**src/rtl/pcu_pkg.sv**
```systemverilog
package pcu_pkg;
  localparam int unsigned OP_W = 4;

  // opcode values decoded by this unit
  localparam logic [OP_W-1:0] OP_BR_EQ = 4'd11;
  localparam logic [OP_W-1:0] OP_BR_NE = 4'd12;
  localparam logic [OP_W-1:0] OP_JUMP  = 4'd13;

  typedef enum logic [1:0] {
    SEL_SEQ  = 2'd0,
    SEL_BR   = 2'd1,
    SEL_JUMP = 2'd2
  } next_sel_e;
endpackage

```
**src/rtl/pcu_decode.sv**
```systemverilog
module pcu_decode
  import pcu_pkg::*;
(
  input  logic [OP_W-1:0] op_i,
  input  logic            equal_i,
  output next_sel_e       sel_o
);
  always_comb begin
    unique case (op_i)
      OP_BR_EQ: sel_o = equal_i  ? SEL_BR : SEL_SEQ;
      OP_BR_NE: sel_o = !equal_i ? SEL_BR : SEL_SEQ;
      OP_JUMP:  sel_o = SEL_JUMP;
      default:  sel_o = SEL_SEQ;
    endcase
  end
endmodule

```
**src/rtl/pcu_target.sv**
```systemverilog
module pcu_target #(
  parameter int unsigned PC_W     = 16,
  parameter int unsigned BR_OFF_W = 6,
  parameter int unsigned KEEP_W   = 3,
  localparam int unsigned JMP_W   = PC_W - KEEP_W - 1
) (
  input  logic [PC_W-1:0]     pc_i,
  input  logic [BR_OFF_W-1:0] br_off_i,
  input  logic [JMP_W-1:0]    jmp_off_i,
  output logic [PC_W-1:0]     seq_o,
  output logic [PC_W-1:0]     br_o,
  output logic [PC_W-1:0]     jmp_o
);
  localparam int unsigned EXT_W = PC_W - BR_OFF_W;

  logic [PC_W-1:0] br_ext;

  assign seq_o  = pc_i + PC_W'(2);
  assign br_ext = {{EXT_W{br_off_i[BR_OFF_W-1]}}, br_off_i};
  assign br_o   = seq_o + (br_ext << 1);
  // region bits from the current pc, not from pc + 2
  assign jmp_o  = {pc_i[PC_W-1 -: KEEP_W], jmp_off_i, 1'b0};
endmodule

```
**src/rtl/pc_next_unit.sv**
```systemverilog
module pc_next_unit
  import pcu_pkg::*;
#(
  parameter int unsigned PC_W     = 16,
  parameter int unsigned BR_OFF_W = 6,
  parameter int unsigned KEEP_W   = 3,
  localparam int unsigned JMP_W   = PC_W - KEEP_W - 1
) (
  input  logic                clk_i,
  input  logic                rst_ni,
  input  logic [OP_W-1:0]     opcode_i,
  input  logic                equal_i,
  input  logic [BR_OFF_W-1:0] br_off_i,
  input  logic [JMP_W-1:0]    jmp_off_i,
  output logic [PC_W-1:0]     pc_o
);
  logic [PC_W-1:0] pc_q, pc_d;
  logic [PC_W-1:0] seq_addr, br_addr, jmp_addr;
  next_sel_e       sel;

  pcu_decode u_decode (
    .op_i    (opcode_i),
    .equal_i (equal_i),
    .sel_o   (sel)
  );

  pcu_target #(
    .PC_W     (PC_W),
    .BR_OFF_W (BR_OFF_W),
    .KEEP_W   (KEEP_W)
  ) u_target (
    .pc_i      (pc_q),
    .br_off_i  (br_off_i),
    .jmp_off_i (jmp_off_i),
    .seq_o     (seq_addr),
    .br_o      (br_addr),
    .jmp_o     (jmp_addr)
  );

  always_comb begin
    unique case (sel)
      SEL_BR:   pc_d = br_addr;
      SEL_JUMP: pc_d = jmp_addr;
      default:  pc_d = seq_addr;
    endcase
  end

  always_ff @(posedge clk_i or negedge rst_ni) begin
    if (!rst_ni) pc_q <= '0;
    else         pc_q <= pc_d;
  end

  assign pc_o = pc_q;


  reset_zero_chk: assert property (@(posedge clk_i) !rst_ni |-> pc_o == '0);


  seq_step_chk: assert property (@(posedge clk_i) disable iff (!rst_ni)
    (opcode_i != OP_JUMP &&
     !(opcode_i == OP_BR_EQ && equal_i) && !(opcode_i == OP_BR_NE && !equal_i))
    |=> pc_o == $past(pc_o) + PC_W'(2));


  br_taken_chk: assert property (@(posedge clk_i) disable iff (!rst_ni)
    ((opcode_i == OP_BR_EQ && equal_i) || (opcode_i == OP_BR_NE && !equal_i))
    |=> $signed(pc_o - $past(pc_o) - PC_W'(2)) == PC_W'($signed($past(br_off_i)) * 2));


  jmp_region_chk: assert property (@(posedge clk_i) disable iff (!rst_ni)
    opcode_i == OP_JUMP
    |=> pc_o[PC_W-1 -: KEEP_W] == $past(pc_o[PC_W-1 -: KEEP_W]) &&
        pc_o[PC_W-KEEP_W-1:1] == $past(jmp_off_i));


  pc_even_chk: assert property (@(posedge clk_i) disable iff (!rst_ni) pc_o[0] == 1'b0);
endmodule

```
**config.mk**
```make
export PLATFORM = sky130hd
export DESIGN_NAME = pc_next_unit
export DESIGN_NICKNAME = d
export VERILOG_FILES = /design/src/rtl/pcu_pkg.sv /design/src/rtl/pcu_decode.sv /design/src/rtl/pcu_target.sv /design/src/rtl/pc_next_unit.sv
export SDC_FILE = /design/constraint.sdc
export NUM_CORES = 1
export LEC_CHECK = 0
export BUFFER_PORTS_ARGS = -buffer_cell sky130_fd_sc_hd__buf_2
export CORE_MARGIN = 2
export CORE_UTILIZATION = 30
export DETAILED_ROUTE_END_ITERATION = 8
export PLACE_DENSITY_LB_ADDON = 0.12
export SYNTH_ARGS = -nofsm -noshare
export SYNTH_HDL_FRONTEND = slang
export SYNTH_SLANG_ARGS = --single-unit
```
**constraint.sdc**
```tcl
create_clock -name clk_i -period 8.3 [get_ports clk_i]
set_input_delay 0.415 -clock clk_i [delete_from_list [all_inputs] [get_ports clk_i]]
set_output_delay 0.415 -clock clk_i [all_outputs]
set_load 0.01 [all_outputs]
```
==> flow_summary.yaml <==
route:
  routed_wl_mm: 5.12
  vias: 1693
  wl_per_cell_um: 16.0
  antenna_left: 0
  drtPass1Iterations: 4
  drtIter0Drc: 79
  remaining_drc_errors: 0
  vias_per_cell: 5.29
synthesis:
  synth_area_mm2: 0.00174
  synth_area_leaders: "dfrtp_1 (22%), ha_1 (15%), xnor2_1 (8.0%), a21oi_1 (6.6%), nand2_1 (3.7%)"
  ys.flop_type: "dfrtp_1"
  yosysTopAreaCellShare: 0.215
  async_reset_ff_frac: 1.00
  synth_nets: 256
  yosysSeqAreaShare: 0.215
  ys_seq_elements: 15
  syn_area_per_cell_um2: 8.35
  syn_inst: 209
  synth_enable_flop_cells: 0
  synth.distinct_cells: 47
  yosys_warnings: 0
  yosys.area.top_type: "dfrtp_1"
global_routing:
  grt.overflow.total: 0
  grt_use_total: 0.164
  grt_max_degree: 19
  antenna_found_initial: 0
  grt_pass1_vias: 1623
  grt_pass1_wl_mm: 8.16
cells_and_area:
  largest_reg_flops: 15
  final_layout_size_suffix_gt1_frac: 0.210
  layout_commonest_cell: "buf_2"
  diodes: 0
  final.fill_count: 606
  mostFrequentLayoutCells: "buf_2 (39), a21oi_1 (23), ha_1 (21), nand2_1 (17), xnor2_1 (16)"
  area_growth_pct: 18.0
  design_area_mm2: 0.00206
  fin_nets: 296
setup_path:
  crit_type: "flip-flop to flip-flop"
  cp.arrival_ns: 3.32
  end_kind: "flip-flop"
  worstPathCellList: "and4_1 > and3_1 > nor2b_1 > nand2_1 > xnor2_1 > ha_1 > a21oi_1 > o21ai_0 > nand2_1 > nand2_1 > a221oi_2 > xnor2_1 > o31ai_2"
  cp_slowest_stage_delay_ns: 0.44
  ff2ff_setup_slack_ns: 5.14
  cpMostUsedCell: "nand2_1"
  cp-start-kind: "flip-flop"
  crit_family: "simple AND/OR/NAND/NOR gates"
  slowest_stage: "dfrtp_1"
  path_buf_inv: 0
  path_max_fanout: 6
  critical_path_required_ns: 8.46
cts:
  cts_tree: "built"
  hold_buffers: 0
  post_cts_resized: 0
  numCtsBuffers: 3
  cts.htree.levels: 1
  root_buffer: "clkbuf_8"
  worstSkewPairLatency_ns: 0.24
  clock_sinks: 15
  post_cts_buffers: 0
  clk_pin_slew_ns: 0.06
  cts_max_path_buffers: 2
outcome:
  status: "finished clean"
sta:
  setup_slack_ns: 5.14
  layout_min_cycle_time_ns: 3.16
  rsz0062_at_grt: "no"
  fmax_ghz: 0.317
  finalCritPeriodShare: 0.380
  setup_viol: 0
  maxSlewViolCount: 0
  worst_pin_slew_ns: 0.617
  max_slew_margin: 0.589
  setup-tns-final_ns: 0
  clock_skew_ns: 0.000820
  finalHoldViolations: 0
power:
  powerDensity_mw_per_mm2: 263
  vdd_drop_max_mv: 0.155
  clkPwrFrac: 0.112
  leakage_nw: 0.997
  power_frac_seq: 0.236
  p_sw_mw: 0.256
  p_sw_frac: 0.474
  cell_internal_pwr_mw: 0.285
  comb_power_share: 0.652
die:
  ios: 41
  die_x_um: 80.3
  fp.coreArea_mm2: 0.00557
  start_util: 0.313
  num_rows: 27
  die_area_mm2: 0.00644
  die_h_um: 80.3
placed_design:
  place.gp.congestion: 0.823
  post-place-ws_ns: 5.15
  dpl_cell_area_mm2: 0.00201
  hpwl_mm: 4.13
  portBuffers: 39
job:
  drv_cap: 0
min_path:
  hold_path.class: "input pin to asynchronous set/reset pin"
-- Yosys cell counts, types with 3 or more instances --
master and n:
a21o_1 4, a21oi_1 23, a221oi_1 5, a22oi_1 5, and3_1 4, clkbuf_1 3, dfrtp_1 15, ha_1 21
inv_1 11, nand2_1 17, nand3_1 8, nand4_1 5, nor2_1 14, nor2b_1 5, o21a_1 3, o21ai_0 10
xnor2_1 16, xor2_1 7
-- worst reg2reg max path, cell delays in order, from the launching register on --
cell and delay, ns:
dfrtp_1 0.44, and4_1 0.27, and3_1 0.23, nor2b_1 0.25, nand2_1 0.10, xnor2_1 0.24, ha_1 0.33, a21oi_1 0.29
o21ai_0 0.14, nand2_1 0.09, nand2_1 0.09, a221oi_2 0.31, xnor2_1 0.12, o31ai_2 0.17
-- power by group through the flow --
stage / registers [mW] / clock network (mW) / logic, mW
finish: 0.128 / 0.0605 / 0.353
global route: 0.133 / 0.0649 / 0.393
CTS: 0.128 / 0.0609 / 0.357
detailed placement: 0.129 / 0 / 0.355
global placement: 0.128 / 0 / 0.359
floorplan: 0.133 / 0 / 0.249
-- final cells by class --
class	count	area, um2	share of cell area
multi-input cells	178	1300	0.633
flip-flops and latches	15	375	0.182
repair buffers	40	203	0.0985
well taps	72	90.1	0.0438
clock buffers	4	45.0	0.0219
inverters	11	41.3	0.0201
-- metrics by stage --
| step | hold WS, ns | utilization | power (mW) | cells |
|---|---|---|---|---|
| global route | 0.0852 | 0.369 | 0.591 | 320 |
| global placement | 0.347 | 0.361 | 0.487 | 316 |
| finish | 0.0647 | 0.369 | 0.541 | 320 |
| floorplan | 0.119 | - | 0.383 | 209 |
| detailed placement | 0.340 | 0.361 | 0.484 | 316 |
| CTS | 0.0769 | 0.369 | 0.546 | 320 |
-- cell families (layout without fill, tap and decap cells) --
logic type / Yosys count / count (layout) / share of synthesized area
compound gates: 64 / 64 / 0.247
buf+inv: 16 / 55 / 0.0373
xor+xnor: 23 / 23 / 0.115
fa+ha+maj: 22 / 22 / 0.162
flops: 15 / 15 / 0.215
simple gates: 66 / 66 / 0.209
mux: 2 / 2 / 0.0115
other cells: 1 / 1 / 0.00215
-- worst paths after layout --
kind	startpoint	to	cells past startpoint
hold / removal	rst_ni	pc_o[13]	1
setup reg to reg	pc_o[3]	pc_o[15]	13
setup / recovery	pc_o[3]	pc_o[15]	13
min in group clk_i	jmp_off_i[3]	pc_o[4]	3
max in group asynchronous	rst_ni	pc_o[1]	1
hold reg to reg	pc_o[14]	pc_o[14]	2
-- routing by layer --
| layer | vias up | GRT usage | share of wire |
|---|---|---|---|
| li1 | 848 | - | - |
| met1 | 807 | 0.219 | 0.47 |
| met2 | 36 | 0.281 | 0.49 |
| met3 | 2 | 0.0360 | 0.044 |
| met4 | 0 | 0.0102 | 0.0021 |
| met5 | - | 0 | 0 |
Note: power is estimated with default switching activity, not from simulation.
